### config.mk
export PLATFORM = sky130hd
export DESIGN_NAME = shiftadd_mul
export DESIGN_NICKNAME = d
export VERILOG_FILES = /design/src/rtl/shiftadd_mul_pkg.sv /design/src/rtl/shiftadd_mul_adder.sv /design/src/rtl/shiftadd_mul_ctrl.sv /design/src/rtl/shiftadd_mul_datapath.sv /design/src/rtl/shiftadd_mul.sv
export SDC_FILE = /design/constraint.sdc
export NUM_CORES = 1
export LEC_CHECK = 0
export ABC_AREA = 1
export BUFFER_PORTS_ARGS = -buffer_cell sky130_fd_sc_hd__clkbuf_2
export CAP_MARGIN = 20
export CORE_ASPECT_RATIO = 2
export CORE_MARGIN = 1.5
export CORE_UTILIZATION = 25
export CTS_BUF_LIST = sky130_fd_sc_hd__clkbuf_8 sky130_fd_sc_hd__clkbuf_16
export DETAILED_ROUTE_END_ITERATION = 6
export RECOVER_POWER = 100
export REMOVE_ABC_BUFFERS = 1
export SLEW_MARGIN = 10
export SYNTH_ARGS = -nofsm -noshare
export SYNTH_HDL_FRONTEND = slang
export SYNTH_SLANG_ARGS = --single-unit
export TNS_END_PERCENT = 30
### constraint.sdc
create_clock -name clk -period 3.4 [get_ports clk]
set_input_delay 0.68 -clock clk [delete_from_list [all_inputs] [get_ports clk]]
set_output_delay 0.68 -clock clk [all_outputs]
set_load 0.005 [all_outputs]
### src/rtl/shiftadd_mul_pkg.sv
package shiftadd_mul_pkg;

  typedef enum logic [0:0] {
    ST_IDLE = 1'b0,
    ST_RUN  = 1'b1
  } mul_state_e;

endpackage

### src/rtl/shiftadd_mul_adder.sv
module shiftadd_mul_adder #(
  parameter int W      = 32,
  parameter bit RIPPLE = 1'b0
) (
  input  logic [W-1:0] a,
  input  logic [W-1:0] b,
  output logic [W:0]   sum
);

  generate
    if (RIPPLE) begin : g_ripple
      logic [W:0]   carry;
      logic [W-1:0] bits;
      assign carry[0] = 1'b0;
      for (genvar i = 0; i < W; i++) begin : g_bit
        assign bits[i]    = a[i] ^ b[i] ^ carry[i];
        assign carry[i+1] = (a[i] & b[i]) | (carry[i] & (a[i] ^ b[i]));
      end
      assign sum = {carry[W], bits};
    end else begin : g_behav
      assign sum = {1'b0, a} + {1'b0, b};
    end
  endgenerate

endmodule

### src/rtl/shiftadd_mul_ctrl.sv
module shiftadd_mul_ctrl
  import shiftadd_mul_pkg::*;
#(
  parameter int W = 32
) (
  input  logic clk,
  input  logic rst_n,
  input  logic in_valid,
  output logic in_ready,
  output logic load,
  output logic step,
  output logic done
);

  localparam int CW = (W > 1) ? $clog2(W) : 1;
  localparam logic [CW-1:0] LAST = CW'(W - 1);

  mul_state_e    state_q;
  logic [CW-1:0] cnt_q;
  logic          done_q;

  assign in_ready = (state_q == ST_IDLE);
  assign load     = in_valid && in_ready;
  assign step     = (state_q == ST_RUN);
  assign done     = done_q;

  always_ff @(posedge clk) begin
    if (!rst_n) begin
      state_q <= ST_IDLE;
      cnt_q   <= '0;
      done_q  <= 1'b0;
    end else begin
      done_q <= 1'b0;
      case (state_q)
        ST_IDLE: begin
          if (in_valid) begin
            state_q <= ST_RUN;
            cnt_q   <= '0;
          end
        end
        ST_RUN: begin
          if (cnt_q == LAST) begin
            state_q <= ST_IDLE;
            done_q  <= 1'b1;
          end else begin
            cnt_q <= cnt_q + 1'b1;
          end
        end
        default: state_q <= ST_IDLE;
      endcase
    end
  end

endmodule

### src/rtl/shiftadd_mul_datapath.sv
module shiftadd_mul_datapath #(
  parameter int W      = 32,
  parameter bit RIPPLE = 1'b0
) (
  input  logic           clk,
  input  logic           rst_n,
  input  logic           load,
  input  logic           step,
  input  logic [W-1:0]   mcand_in,
  input  logic [W-1:0]   mplier_in,
  output logic [2*W-1:0] product
);

  localparam int PW = 2 * W;

  logic [W-1:0]  mcand_q;
  logic [PW-1:0] prod_q;
  logic [W-1:0]  addend;
  logic [W:0]    sum;

  assign addend = prod_q[0] ? mcand_q : '0;

  shiftadd_mul_adder #(.W(W), .RIPPLE(RIPPLE)) adder_i (
    .a   (prod_q[PW-1:W]),
    .b   (addend),
    .sum (sum)
  );

  always_ff @(posedge clk) begin
    if (!rst_n) begin
      mcand_q <= '0;
      prod_q  <= '0;
    end else if (load) begin
      mcand_q <= mcand_in;
      prod_q  <= {{W{1'b0}}, mplier_in};
    end else if (step) begin
      prod_q  <= {sum, prod_q[W-1:1]};
    end
  end

  assign product = prod_q;

endmodule

### src/rtl/shiftadd_mul.sv
module shiftadd_mul #(
  parameter int W      = 32,
  parameter bit RIPPLE = 1'b0
) (
  input  logic           clk,
  input  logic           rst_n,
  input  logic           in_valid,
  output logic           in_ready,
  input  logic [W-1:0]   in_mcand,
  input  logic [W-1:0]   in_mplier,
  output logic           out_valid,
  output logic [2*W-1:0] out_product
);

  logic load;
  logic step;

  shiftadd_mul_ctrl #(.W(W)) ctrl_i (
    .clk      (clk),
    .rst_n    (rst_n),
    .in_valid (in_valid),
    .in_ready (in_ready),
    .load     (load),
    .step     (step),
    .done     (out_valid)
  );

  shiftadd_mul_datapath #(.W(W), .RIPPLE(RIPPLE)) dp_i (
    .clk       (clk),
    .rst_n     (rst_n),
    .load      (load),
    .step      (step),
    .mcand_in  (in_mcand),
    .mplier_in (in_mplier),
    .product   (out_product)
  );

endmodule

==> flow_metrics.env <==
export IMPL_status="finished, violations left"
export IMPL_violations="max-capacitance violations, max-slew violations"
export IMPL_netlist_area_leader_share=0.303
export IMPL_p_per_area_nw_per_um2=366
export IMPL_relSlewSlack=-0.172
export IMPL_cp_slowest_stage_delay_ps=710
export IMPL_track_usage=0.163
export IMPL_wl_per_cell_um=13.9
export IMPL_async_flop_share=0
export IMPL_endpoint_kind="flop"
export IMPL_h_tree_depth=3
export IMPL_via_per_inst=4.33
export IMPL_rows=85
export IMPL_critical_path_peak_fanout=16
export IMPL_routed_wl_um=22400
export IMPL_dp_cells=1598
export IMPL_path_cells="clkbuf_1 > nand2_1 > inv_1 > ha_1 > nand2_1 > inv_1 > a21oi_1 > o21bai_1 > nand2_1 > nand3_1 > nand2_1 > nand3_1 > nand2_1 > inv_1"
export IMPL_syn_avg_cell_area_um2=5.94
export IMPL_finalNonFillerCells=1614
export IMPL_yosys_cell_count_top_type="nand2_1"
export IMPL_die_area_um2=28300
export IMPL_dpl_hpwl_um=17800
export IMPL_crit_type="flop to flop"
export IMPL_clk_root_buffer_cell="clkbuf_16"
export IMPL_ys_flop_type="dfxtp_1"
export IMPL_post_cts_buffers=0
export IMPL_firstDrtPassIters=6
export IMPL_routabilityCongestion=0.919
export IMPL_cts_hold_buf=0
export IMPL_vias=6987
export IMPL_antenna_found_initial=0
export IMPL_ctsResizeCount=0
export IMPL_drc_errors=0
export IMPL_grt_pass1_wl_um=35900
export IMPL_io_pins=133
export IMPL_port_buffers=132
export IMPL_synth_area_top_cells="dfxtp_1 (30%), nand2_1 (19%), inv_1 (13%)"
export IMPL_grt_overflow=0
export IMPL_report_final_slew_viol_count=39
export IMPL_hold_path_class="flop to flop"
export IMPL_tns_ps=0
export IMPL_synth_edff_count=0
export IMPL_finClkSkew_ps=12.5
export IMPL_crit_top_cell="nand2_1"
export IMPL_nets=1363
export IMPL_total_power_mw=2.94
export IMPL_cts_num_sinks=103
export IMPL_drive_above_1_share=0.103
export IMPL_drt_first_iter_violations=245
export IMPL_cts_clk_slew_worst_paths_ps=80
export IMPL_power_leakage_nw=4.72
export IMPL_yosysUniqueCellTypes=32
export IMPL_ys_seq_area_frac=0.303
export IMPL_synth_commonest_cells="nand2_1 (339), inv_1 (241), nor2_1 (168)"
export IMPL_ir_drop_uv=244
export IMPL_cts_tree="yes"
export IMPL_clock_path_buffers=2
export IMPL_die_w_um=120
export IMPL_synth_seq_cells=103
export IMPL_fill_cells=3125
export IMPL_die_y_um=236
export IMPL_start_util=0.254
export IMPL_syn_to_final_growth_pct=18.1
export IMPL_clk_latency_ps=370
export IMPL_drv_cap=1
export IMPL_synth_area_leader_cell="dfxtp_1"
export IMPL_slowest_stage="dfxtp_1"
export IMPL_synthCells=1146
export IMPL_hold_violations=0
export IMPL_setup_worst_path_start_class="flop"
export IMPL_grt_max_degree=66
export IMPL_yosysWarnings=0
export IMPL_final_antenna_net_count=0
export IMPL_diodes=0
export IMPL_grt_pass1_vias=7158
export IMPL_period_share=0.832
export IMPL_netlist_area_um2=6800
export IMPL_coreArea_um2=26800
export IMPL_cts_buffers=9
export IMPL_cp_required_ps=3680
export IMPL_tightest_slew_ps=1760
export IMPL_finalSetupViolCount=0
export IMPL_cp_arrival_ps=3110
export IMPL_period_needed_ps=2830
export IMPL_rrSetupSlack_ps=570
export IMPL_rsz0062_at_grt="no"
export IMPL_fmax_mhz=354
==> layout make-up <==
cell class	count	area (um^2)	share of cell area
repair buffers	143	688	0.0857
inverters	245	920	0.115
clock inverters	6	67.6	0.00841
clock buffers	10	239	0.0298
multi-input cells	759	3620	0.451
flip-flops and latches	103	2060	0.257
well taps	348	435	0.0542
==> per-stage QoR <==
step                worst slack [ps]  instance area [um^2]  hold slack (ps)  utilization
floorplan                        300                  6620              437            -
global placement                 744                  7820              453        0.292
detailed placement               735                  7820              467        0.292
CTS                              721                  8120              475        0.303
global route                     321                  8030              500        0.300
finish                           573                  8030              472        0.300
==> critical path, delay by kind of cell, from the launching register on <==
kind	cells	cell delay [ps]
compound gates	2	470
fa+ha+maj	1	270
buf+inv	4	570
flops	1	710
simple gates	7	720
==> per-layer routing <==
layer  GRT usage  wire, um  share of wire  vias up
met5           0         0              0        -
met2       0.318     12200           0.55      157
met1       0.155      8100           0.36     3105
met3      0.0293       817          0.036       53
met4      0.0963      1220          0.055        0
li1            -         -              -     3672
==> registers in the layout (all words and copies together), names as in the netlist <==
signal,count
dp_i.mcand_q,32
dp_i.product,64
ctrl_i.cnt_q,5
ctrl_i.step,1
ctrl_i.done,1
==> power by group <==
group	leakage, nW	switching (mW)	internal [mW]
logic	3.73	0.298	0.177
registers	0.846	0.0652	1.29
clock network	0.145	0.514	0.594
total	4.72	0.877	2.06
==> cells in the final DEF (no fill, tap or decap), drive strengths merged, types with 5 or more instances in the layout <==
cell type,n
nor3,5
a21oi,27
o21ai,62
xor2,12
nand3,62
nor2,176
o221ai,16
dfxtp,103
inv,246
clkbuf,147
buf,6
o211ai,6
nand2,346
ha,34
==> kinds of logic (layout without fill, tap and decap cells) <==
logic type,after synthesis,after routing,share of synthesized area
flops,103,103,0.303
xor+xnor,14,14,0.0180
compound gates,117,117,0.100
simple gates,593,593,0.352
fa+ha+maj,35,35,0.0655
buf+inv,284,404,0.161
==> worst paths after layout <==
check / depth (start not counted) / from / end
hold / removal: 2 / ctrl_i.cnt_q[4] / ctrl_i.cnt_q[4]
setup reg to reg: 14 / dp_i.product[0] / dp_i.product[55]
hold reg to reg: 2 / ctrl_i.cnt_q[4] / ctrl_i.cnt_q[4]
setup / recovery: 14 / dp_i.product[0] / dp_i.product[55]
Power figures use the tool's default switching activity.
